File: src/rtl/opcode_alu_pkg.sv
package opcode_alu_pkg;

  typedef enum logic [3:0] {
    OP_ADD = 4'd0,
    OP_SUB = 4'd1,
    OP_AND = 4'd2,
    OP_OR  = 4'd3,
    OP_NOT = 4'd4,
    OP_XOR = 4'd5,
    OP_SHL = 4'd6,
    OP_SHR = 4'd7,
    OP_ROL = 4'd8,
    OP_ROR = 4'd9,
    OP_MUL = 4'd10
  } aluOp_e;

  typedef enum logic [1:0] {
    LF_AND = 2'd0,
    LF_OR  = 2'd1,
    LF_XOR = 2'd2,
    LF_NOT = 2'd3
  } logicFn_e;

  // Strobes from the decoder to the datapath; at most one unit enable is high.
  typedef struct packed {
    logic     addEn;
    logic     subMode;
    logic     logicEn;
    logicFn_e logicFn;
    logic     shiftEn;
    logic     shiftRight;
    logic     rotate;
    logic     mulEn;
    logic     opValid;
  } aluStrobe_t;

endpackage

File: src/rtl/opcode_alu_ctrl.sv
module opcode_alu_ctrl
  import opcode_alu_pkg::*;
(
  input  logic [5:0]  opBits,
  output aluStrobe_t  strobe
);

  logic arithClass;
  assign arithClass = (opBits[5:4] == 2'b00);

  always_comb begin
    strobe = '0;
    if (arithClass) begin
      case (aluOp_e'(opBits[3:0]))
        OP_ADD: begin strobe.addEn = 1'b1; strobe.opValid = 1'b1; end
        OP_SUB: begin strobe.addEn = 1'b1; strobe.subMode = 1'b1; strobe.opValid = 1'b1; end
        OP_AND: begin strobe.logicEn = 1'b1; strobe.logicFn = LF_AND; strobe.opValid = 1'b1; end
        OP_OR:  begin strobe.logicEn = 1'b1; strobe.logicFn = LF_OR;  strobe.opValid = 1'b1; end
        OP_XOR: begin strobe.logicEn = 1'b1; strobe.logicFn = LF_XOR; strobe.opValid = 1'b1; end
        OP_NOT: begin strobe.logicEn = 1'b1; strobe.logicFn = LF_NOT; strobe.opValid = 1'b1; end
        OP_SHL: begin strobe.shiftEn = 1'b1; strobe.opValid = 1'b1; end
        OP_SHR: begin strobe.shiftEn = 1'b1; strobe.shiftRight = 1'b1; strobe.opValid = 1'b1; end
        OP_ROL: begin strobe.shiftEn = 1'b1; strobe.rotate = 1'b1; strobe.opValid = 1'b1; end
        OP_ROR: begin
          strobe.shiftEn    = 1'b1;
          strobe.shiftRight = 1'b1;
          strobe.rotate     = 1'b1;
          strobe.opValid    = 1'b1;
        end
        OP_MUL: begin strobe.mulEn = 1'b1; strobe.opValid = 1'b1; end
        default: strobe = '0;
      endcase
    end
  end

endmodule

File: src/rtl/opcode_alu_datapath.sv
module opcode_alu_datapath
  import opcode_alu_pkg::*;
#(
  parameter int DATA_W = 8
) (
  input  logic [DATA_W-1:0] opA,
  input  logic [DATA_W-1:0] opB,
  input  aluStrobe_t        strobe,
  output logic [DATA_W-1:0] result
);

  localparam int SHAMT_W = (DATA_W > 1) ? $clog2(DATA_W) : 1;

  // Shared adder: subtract is add of the complement plus one.
  logic [DATA_W-1:0] addOperand;
  logic [DATA_W-1:0] sumOut;
  always_comb begin
    addOperand = strobe.subMode ? ~opB : opB;
    sumOut     = opA + addOperand + {{(DATA_W-1){1'b0}}, strobe.subMode};
  end

  // Bitwise unit.
  logic [DATA_W-1:0] logicOut;
  always_comb begin
    case (strobe.logicFn)
      LF_AND:  logicOut = opA & opB;
      LF_OR:   logicOut = opA | opB;
      LF_XOR:  logicOut = opA ^ opB;
      default: logicOut = ~opA;
    endcase
  end

  // Shifter: one left-going log stage network; right-going ops reverse bits around it.
  logic [DATA_W-1:0] aRev;
  logic [DATA_W-1:0] stageIn;
  logic [DATA_W-1:0] stage [0:SHAMT_W];
  logic [DATA_W-1:0] stageRev;
  logic [DATA_W-1:0] shiftOut;
  logic [SHAMT_W-1:0] shAmt;

  assign shAmt = opB[SHAMT_W-1:0];

  for (genvar i = 0; i < DATA_W; i++) begin : g_rev
    assign aRev[i]     = opA[DATA_W-1-i];
    assign stageRev[i] = stage[SHAMT_W][DATA_W-1-i];
  end

  assign stageIn  = strobe.shiftRight ? aRev : opA;
  assign stage[0] = stageIn;

  for (genvar s = 0; s < SHAMT_W; s++) begin : g_stage
    localparam int DIST = 1 << s;
    logic [DIST-1:0] fillBits;
    assign fillBits = strobe.rotate ? stage[s][DATA_W-1:DATA_W-DIST] : '0;
    assign stage[s+1] = shAmt[s] ? {stage[s][DATA_W-1-DIST:0], fillBits} : stage[s];
  end

  assign shiftOut = strobe.shiftRight ? stageRev : stage[SHAMT_W];

  // Truncating multiplier: sum of shifted partial products, kept at DATA_W bits.
  logic [DATA_W-1:0] mulOut;
  always_comb begin
    mulOut = '0;
    for (int i = 0; i < DATA_W; i++) begin
      if (opB[i]) mulOut = mulOut + (opA << i);
    end
  end

  // AND-OR result mux; all enables low gives zero.
  assign result = ({DATA_W{strobe.addEn}}   & sumOut)
                | ({DATA_W{strobe.logicEn}} & logicOut)
                | ({DATA_W{strobe.shiftEn}} & shiftOut)
                | ({DATA_W{strobe.mulEn}}   & mulOut);

endmodule

File: src/rtl/opcode_alu.sv
module opcode_alu
  import opcode_alu_pkg::*;
#(
  parameter int DATA_W = 8
) (
  input  logic [7:0]        opCode,
  input  logic [DATA_W-1:0] opA,
  input  logic [DATA_W-1:0] opB,
  output logic [DATA_W-1:0] result,
  output logic              opValid
);

  aluStrobe_t strobe;
  logic unusedSrcSel;

  // Operand source selects belong to the instruction decoder.
  assign unusedSrcSel = ^opCode[7:6];

  opcode_alu_ctrl u_ctrl (
    .opBits (opCode[5:0]),
    .strobe (strobe)
  );

  opcode_alu_datapath #(.DATA_W(DATA_W)) u_datapath (
    .opA    (opA),
    .opB    (opB),
    .strobe (strobe),
    .result (result)
  );

  assign opValid = strobe.opValid;

endmodule

File: config.mk
export PLATFORM = sky130hd
export DESIGN_NAME = opcode_alu
export DESIGN_NICKNAME = d
export VERILOG_FILES = /design/src/rtl/opcode_alu_pkg.sv /design/src/rtl/opcode_alu_ctrl.sv /design/src/rtl/opcode_alu_datapath.sv /design/src/rtl/opcode_alu.sv
export SDC_FILE = /design/constraint.sdc
export NUM_CORES = 1
export LEC_CHECK = 0
export BUFFER_PORTS_ARGS = -buffer_cell sky130_fd_sc_hd__buf_2
export CORE_AREA = 2 2 81 83
export DETAILED_ROUTE_END_ITERATION = 16
export DIE_AREA = 0 0 83 85
export PLACE_DENSITY_LB_ADDON = 0.12
export SYNTH_ARGS = -nofsm -noshare
export SYNTH_HDL_FRONTEND = slang
export SYNTH_SLANG_ARGS = --single-unit
File: constraint.sdc
create_clock -name vclk -period 6.8
set_input_delay 0 -clock vclk [all_inputs]
set_output_delay 0 -clock vclk [all_outputs]
set_load 0.05 [all_outputs]
==> results of run 1 <==
per-stage QoR:
| step | cells | setup TNS [ps] | setup slack, ps | utilization, % | area, sq um |
|---|---|---|---|---|---|
| after detailed placement | 523 | 0 | 99.2 | 54.0 | 3350 |
| after global placement | 523 | 0 | 301 | 54.0 | 3350 |
| after global routing | 526 | -0.0369 | -0.0369 | 55.7 | 3460 |
| final | 526 | 0 | 312 | 55.7 | 3460 |
| after CTS | 523 | 0 | 68.6 | 54.0 | 3350 |
| after floorplan | 414 | 0 | 108 | - | 3010 |
metal layers:
metal | part of all wire (%) | up-vias | global-route usage, %
li1 | - | 1641 | -
met1 | 45 | 1637 | 41.3
met2 | 46 | 151 | 49.7
met3 | 7.1 | 22 | 1.07
met4 | 1.9 | 0 | 3.28
met5 | 0 | - | 0
critical path: cells and delay by family:
family	cells	cell delay, ps
buffers and inverters	6	610
AO/OA/AOI/OAI	5	700
XOR/XNOR	6	1230
AND/OR/NAND/NOR	4	430
multiplexers	2	350
adder cells (fa/ha/maj)	10	3170
synthesized netlist by cell type (6+ instances only):
master / number
sky130_fd_sc_hd__nor3_1: 9
sky130_fd_sc_hd__nor2_1: 21
sky130_fd_sc_hd__a31oi_1: 6
sky130_fd_sc_hd__o21a_1: 7
sky130_fd_sc_hd__o21ai_0: 28
sky130_fd_sc_hd__a21o_1: 7
sky130_fd_sc_hd__mux2i_1: 17
sky130_fd_sc_hd__xor2_1: 7
sky130_fd_sc_hd__a211oi_1: 6
sky130_fd_sc_hd__xnor2_1: 18
sky130_fd_sc_hd__or3_1: 7
sky130_fd_sc_hd__fa_1: 6
sky130_fd_sc_hd__ha_1: 42
sky130_fd_sc_hd__clkbuf_1: 21
sky130_fd_sc_hd__a222oi_1: 7
sky130_fd_sc_hd__inv_1: 33
sky130_fd_sc_hd__o32ai_1: 14
sky130_fd_sc_hd__nand2_1: 35
sky130_fd_sc_hd__a21oi_1: 26
layout make-up:
cell class                 count  area, sq um
timing repair buffer          63          405
tap                           77         96.3
inverter                      36          135
fill                         639         2750
multi-input combinational    350         2820
repair_timing:
item,CTS,global route
buffers inserted,0,3
gates resized for setup,0,26
endpoints found under the setup margin,0,1
hold buffers,0,0
path summary, 6_finish.rpt:
kind | endpoint | cells past startpoint
worst max-delay path | result[7] | 33
worst min-delay path | opValid | 3
cell families after synthesis:
family / after synthesis / share of synthesized area, %
simple gates: 108 / 17.8
compound gates: 145 / 33.9
buf+inv: 64 / 8.72
fa+ha+maj: 48 / 21.5
xor+xnor: 27 / 8.84
mux: 22 / 9.17
power groups by stage:
stage / clock (uW) / combinational [uW] / sequential [uW]
4_1_cts: 0 / 339 / 0
2_1_floorplan: 0 / 236 / 0
5_1_grt: 0 / 409 / 0
6_report: 0 / 373 / 0
3_3_place_gp: 0 / 329 / 0
3_5_place_dp: 0 / 338 / 0
==> key figures, run 1 <==
Die
  • Row cnt: 29
  • Die height: 85 microns
  • Placeable core region: 6200 sq um
  • Initial core utilization: 48.4%
  • Total die area: 7060 sq um
  • Horizontal die dimension: 83 microns
  • Boundary pin count: 33

Finish
  • Num sequential: 0
  • Most common library cell in the layout ignoring fill and taps: sky130_fd_sc_hd__ha_1
  • CLK BUF: 0
  • Post-synthesis to final-layout area growth: 15.2%
  • Fraction of final layout cells sized beyond drive strength 1: 20.9%
  • Net count reported at finish: 523
  • Most frequent cells in the layout: sky130_fd_sc_hd__ha_1 (40), sky130_fd_sc_hd__nand2_1 (35), sky130_fd_sc_hd__inv_1 (33), sky130_fd_sc_hd__buf_4 (31), sky130_fd_sc_hd__buf_2 (30)
  • Number of antenna diodes: 0
  • Area of all sequential standard cells: 0 sq um

Route
  • DRC violations left: 0
  • First-pass DRT Iterations: 5
  • Post-detailed-routing wire length: 10400 microns
  • Per-cell routed wire length: 19.8 microns
  • Count of antenna-violating nets left after detailed routing: 0
  • Vias per cell: 6.56
  • Routed via count: 3451
  • Detailed Route Iter0 Violations: 326

STA
  • Number of setup violations in the final report: 0
  • Max-slew violation count: 0
  • Hold slack final: 536 ps
  • Final critical path time including I/O delays and setup: 6490 ps
  • Achievable Freq: 154 MHz
  • Relative slew slack: 26.6%
  • Worst-Margin Slew: 1090 ps
  • Post-route clock period utilization: 95.4%
  • Final count of hold timing violations: 0

Synth
  • Yosys warns: 0
  • Combined area of all synthesized cells: 3000 sq um
  • Syn Area/Cell: 7.25 sq um
  • Syn Inst Count: 414
  • Synth Net Count: 486
  • Largest cells by area after synthesis: sky130_fd_sc_hd__ha_1 (18%), sky130_fd_sc_hd__mux2i_1 (5.7%), sky130_fd_sc_hd__xnor2_1 (5.3%)
  • Library cells used by synthesis: 69
  • Post-synthesis sequential area ratio: 0%
  • Cell type contributing the most total cell area after synthesis: sky130_fd_sc_hd__ha_1
  • Portion of synthesized cell area occupied by the leading cell type: 17.5%

Pwr
  • Worst-case vdd ir drop: 0.0000688 V
  • Switching part of the total power: 53.5%
  • Share of power burned in registers: 0%
  • Pleak: 0.00162 uW
  • Power per unit of standard cell area: 108 nW/um^2
  • Total power: 373 uW
  • Reported net switching power: 200 uW
  • Internal portion of total power: 174 uW
  • Clock network fraction of total power: 0%
  • Share of total power in combinational logic: 100.0%

Global routing
  • Vias in the first global route: 3216
  • Largest net degree at the start of global routing: 21
  • Overall overflow remaining after global route: 0
  • Total GRT Usage: 28.8%
  • Antenna violations before repair: 0
  • Wire length of the first global-routing pass: 16700 microns

Critical path
  • Critical path class: in -> out
  • Most repeated library cell on the critical path: sky130_fd_sc_hd__inv_1
  • Type of element launching the critical path: input port
  • Critical Path AT: 6490 ps
  • Type of destination of the critical path: output port
  • CP Data Required Time: 6800 ps
  • Crit-path max FO: 3
  • Launch point of the worst path: opA[1]
  • Cell with the largest stage delay on the worst path: sky130_fd_sc_hd__fa_2
  • Worst path max stage delay: 520 ps

Place
  • Weighted congestion reported at the end of routability-driven placement: 0.891
  • IO Port Bufs: 31
  • Placed wire-length estimate after detailed placement: 8090 microns

Run
  • Number of maximum-capacitance violations: 0

Outcome
  • Outcome: completed

Worst hold path
  • Worst min path class: in -> out
  • Worst Hold Launch: opCode[3]
No activity file was read; power rests on OpenSTA's default activity.
==> run 2: changes to the inputs <==
- CORE_AREA: 2 2 81 83 -> 2 2 96 70
- DIE_AREA: 0 0 83 85 -> 0 0 98 72
- RECOVER_POWER: unset -> 50
- clock period: 6.8 -> 8.1 ns (I/O delays scaled with it)
==> key figures, run 2 (synthesized netlist as in run 1, its figures left out) <==
Pwr
  • Reported net switching power: 154 uW
  • Pleak: 0.00146 uW
  • Share of total power in combinational logic: 100.0%
  • Switching part of the total power: 58.1%
  • Internal portion of total power: 111 uW
  • Power per unit of standard cell area: 83.3 nW/um^2
  • Clock network fraction of total power: 0%
  • Total power: 264 uW
  • Share of power burned in registers: 0%
  • Worst-case vdd ir drop: 0.0000269 V

Global routing
  • Vias in the first global route: 3092
  • Wire length of the first global-routing pass: 16200 microns
  • Largest net degree at the start of global routing: 22
  • Antenna violations before repair: 0
  • Overall overflow remaining after global route: 0
  • Total GRT Usage: 28.2%

Worst hold path
  • Worst Hold Launch: opCode[3]
  • Worst-case hold path end point: opValid
  • Worst min path class: in -> out
  • Worst hold path depth: 3

Finish
  • Most common library cell in the layout ignoring fill and taps: sky130_fd_sc_hd__ha_1
  • Fraction of final layout cells sized beyond drive strength 1: 10.8%
  • Most frequent cells in the layout: sky130_fd_sc_hd__ha_1 (42), sky130_fd_sc_hd__nand2_1 (35), sky130_fd_sc_hd__inv_1 (33), sky130_fd_sc_hd__o21ai_0 (28), sky130_fd_sc_hd__buf_2 (28)
  • Utilization of the core after routing: 52.1%
  • Filler-free cell count of the finished design: 502
  • Filler instances: 643
  • Area of all sequential standard cells: 0 sq um
  • Num sequential: 0
  • CLK BUF: 0
  • Number of antenna diodes: 0
  • Net count reported at finish: 498
  • Post-synthesis to final-layout area growth: 5.84%
  • Area of the multi-input gates: 2740 sq um

Die
  • Initial core utilization: 49.2%
  • Placeable core region: 6100 sq um
  • Boundary pin count: 33
  • Row cnt: 24
  • Total die area: 7060 sq um
  • Die height: 72 microns
  • Horizontal die dimension: 98 microns

STA
  • Achievable Freq: 139 MHz
  • Relative slew slack: 32.1%
  • Number of setup violations in the final report: 0
  • Worst-Margin Slew: 1010 ps
  • Final count of hold timing violations: 0
  • Post-route clock period utilization: 88.6%
  • RSZ-0062 raised after global routing: no
  • Hold slack final: 628 ps
  • Final sum of negative setup slack: 0 ps
  • Final critical path time including I/O delays and setup: 7180 ps
  • Max-slew violation count: 0

Critical path
  • Most repeated library cell on the critical path: sky130_fd_sc_hd__ha_1
  • Type of destination of the critical path: output port
  • Critical Path AT: 7180 ps
  • Cell with the largest stage delay on the worst path: sky130_fd_sc_hd__fa_1
  • Type of element launching the critical path: input port
  • Crit-path max FO: 21
  • Worst path max stage delay: 470 ps
  • CP Data Required Time: 8100 ps
  • Critical path class: in -> out

Clock tree
  • Cells resized by post-CTS repair: 0
  • Number of hold-repair buffers added at the cts stage: 0
  • Post-CTS Setup Repair Bufs: 0

Place
  • IO Port Bufs: 31
  • DP Cell Count: 502
  • Weighted congestion reported at the end of routability-driven placement: 0.962
  • Placed wire-length estimate after detailed placement: 7640 microns

Route
  • Routed via count: 3288
  • Vias per cell: 6.55
  • First-pass DRT Iterations: 5
  • DRC violations left: 0
  • Per-cell routed wire length: 19.8 microns
  • Count of antenna-violating nets left after detailed routing: 0
  • Detailed Route Iter0 Violations: 311
  • Post-detailed-routing wire length: 9940 microns

Outcome
  • Outcome: completed

Run
  • Number of maximum-capacitance violations: 0
run 2: layout make-up:
type / instances / area share (%)
Timing Repair Buffer: 38 / 6.42
Tap cell: 78 / 3.07
Inverter: 36 / 4.26
Multi-Input combinational cell: 350 / 86.2
run 2: metrics by stage:
step                      setup slack (ps)  cell area [sq um]
after floorplan                       1280               3000
after global placement                1140               3180
after detailed placement              1030               3180
after CTS                              999               3180
after global routing                   445               3180
final                                  925               3180
run 2: worst max-delay path by stage:
| stage | to | start | cells past startpoint |
|---|---|---|---|
| finish | result[7] | opB[0] | 37 |
| global route | result[7] | opB[0] | 37 |
| CTS | result[7] | opA[0] | 35 |
| detailed placement | result[7] | opA[0] | 35 |
| global placement | result[7] | opA[0] | 35 |
| floorplan | result[7] | opB[0] | 34 |
run 2: per-layer routing:
metal | vias up | part of all wire [%] | global-route usage (%)
met5 | - | 0 | 0
met4 | 0 | 0.98 | 4.32
met3 | 11 | 7.6 | 3.18
met2 | 136 | 43 | 43.7
met1 | 1558 | 49 | 42.9
li1 | 1583 | - | -
run 2: power groups by stage:
stage	Sequential, uW	Clock, uW	Combinational (uW)
after global placement	0	0	253
after detailed placement	0	0	260
after floorplan	0	0	198
final	0	0	264
after global routing	0	0	293
after CTS	0	0	261
run 2: worst max-delay path, delay by kind of cell:
family | cells | cell delay [ps]
compound gates | 10 | 1740
simple gates | 6 | 770
fa+ha+maj | 6 | 1860
xor+xnor | 7 | 1480
buf+inv | 6 | 800
mux | 2 | 520
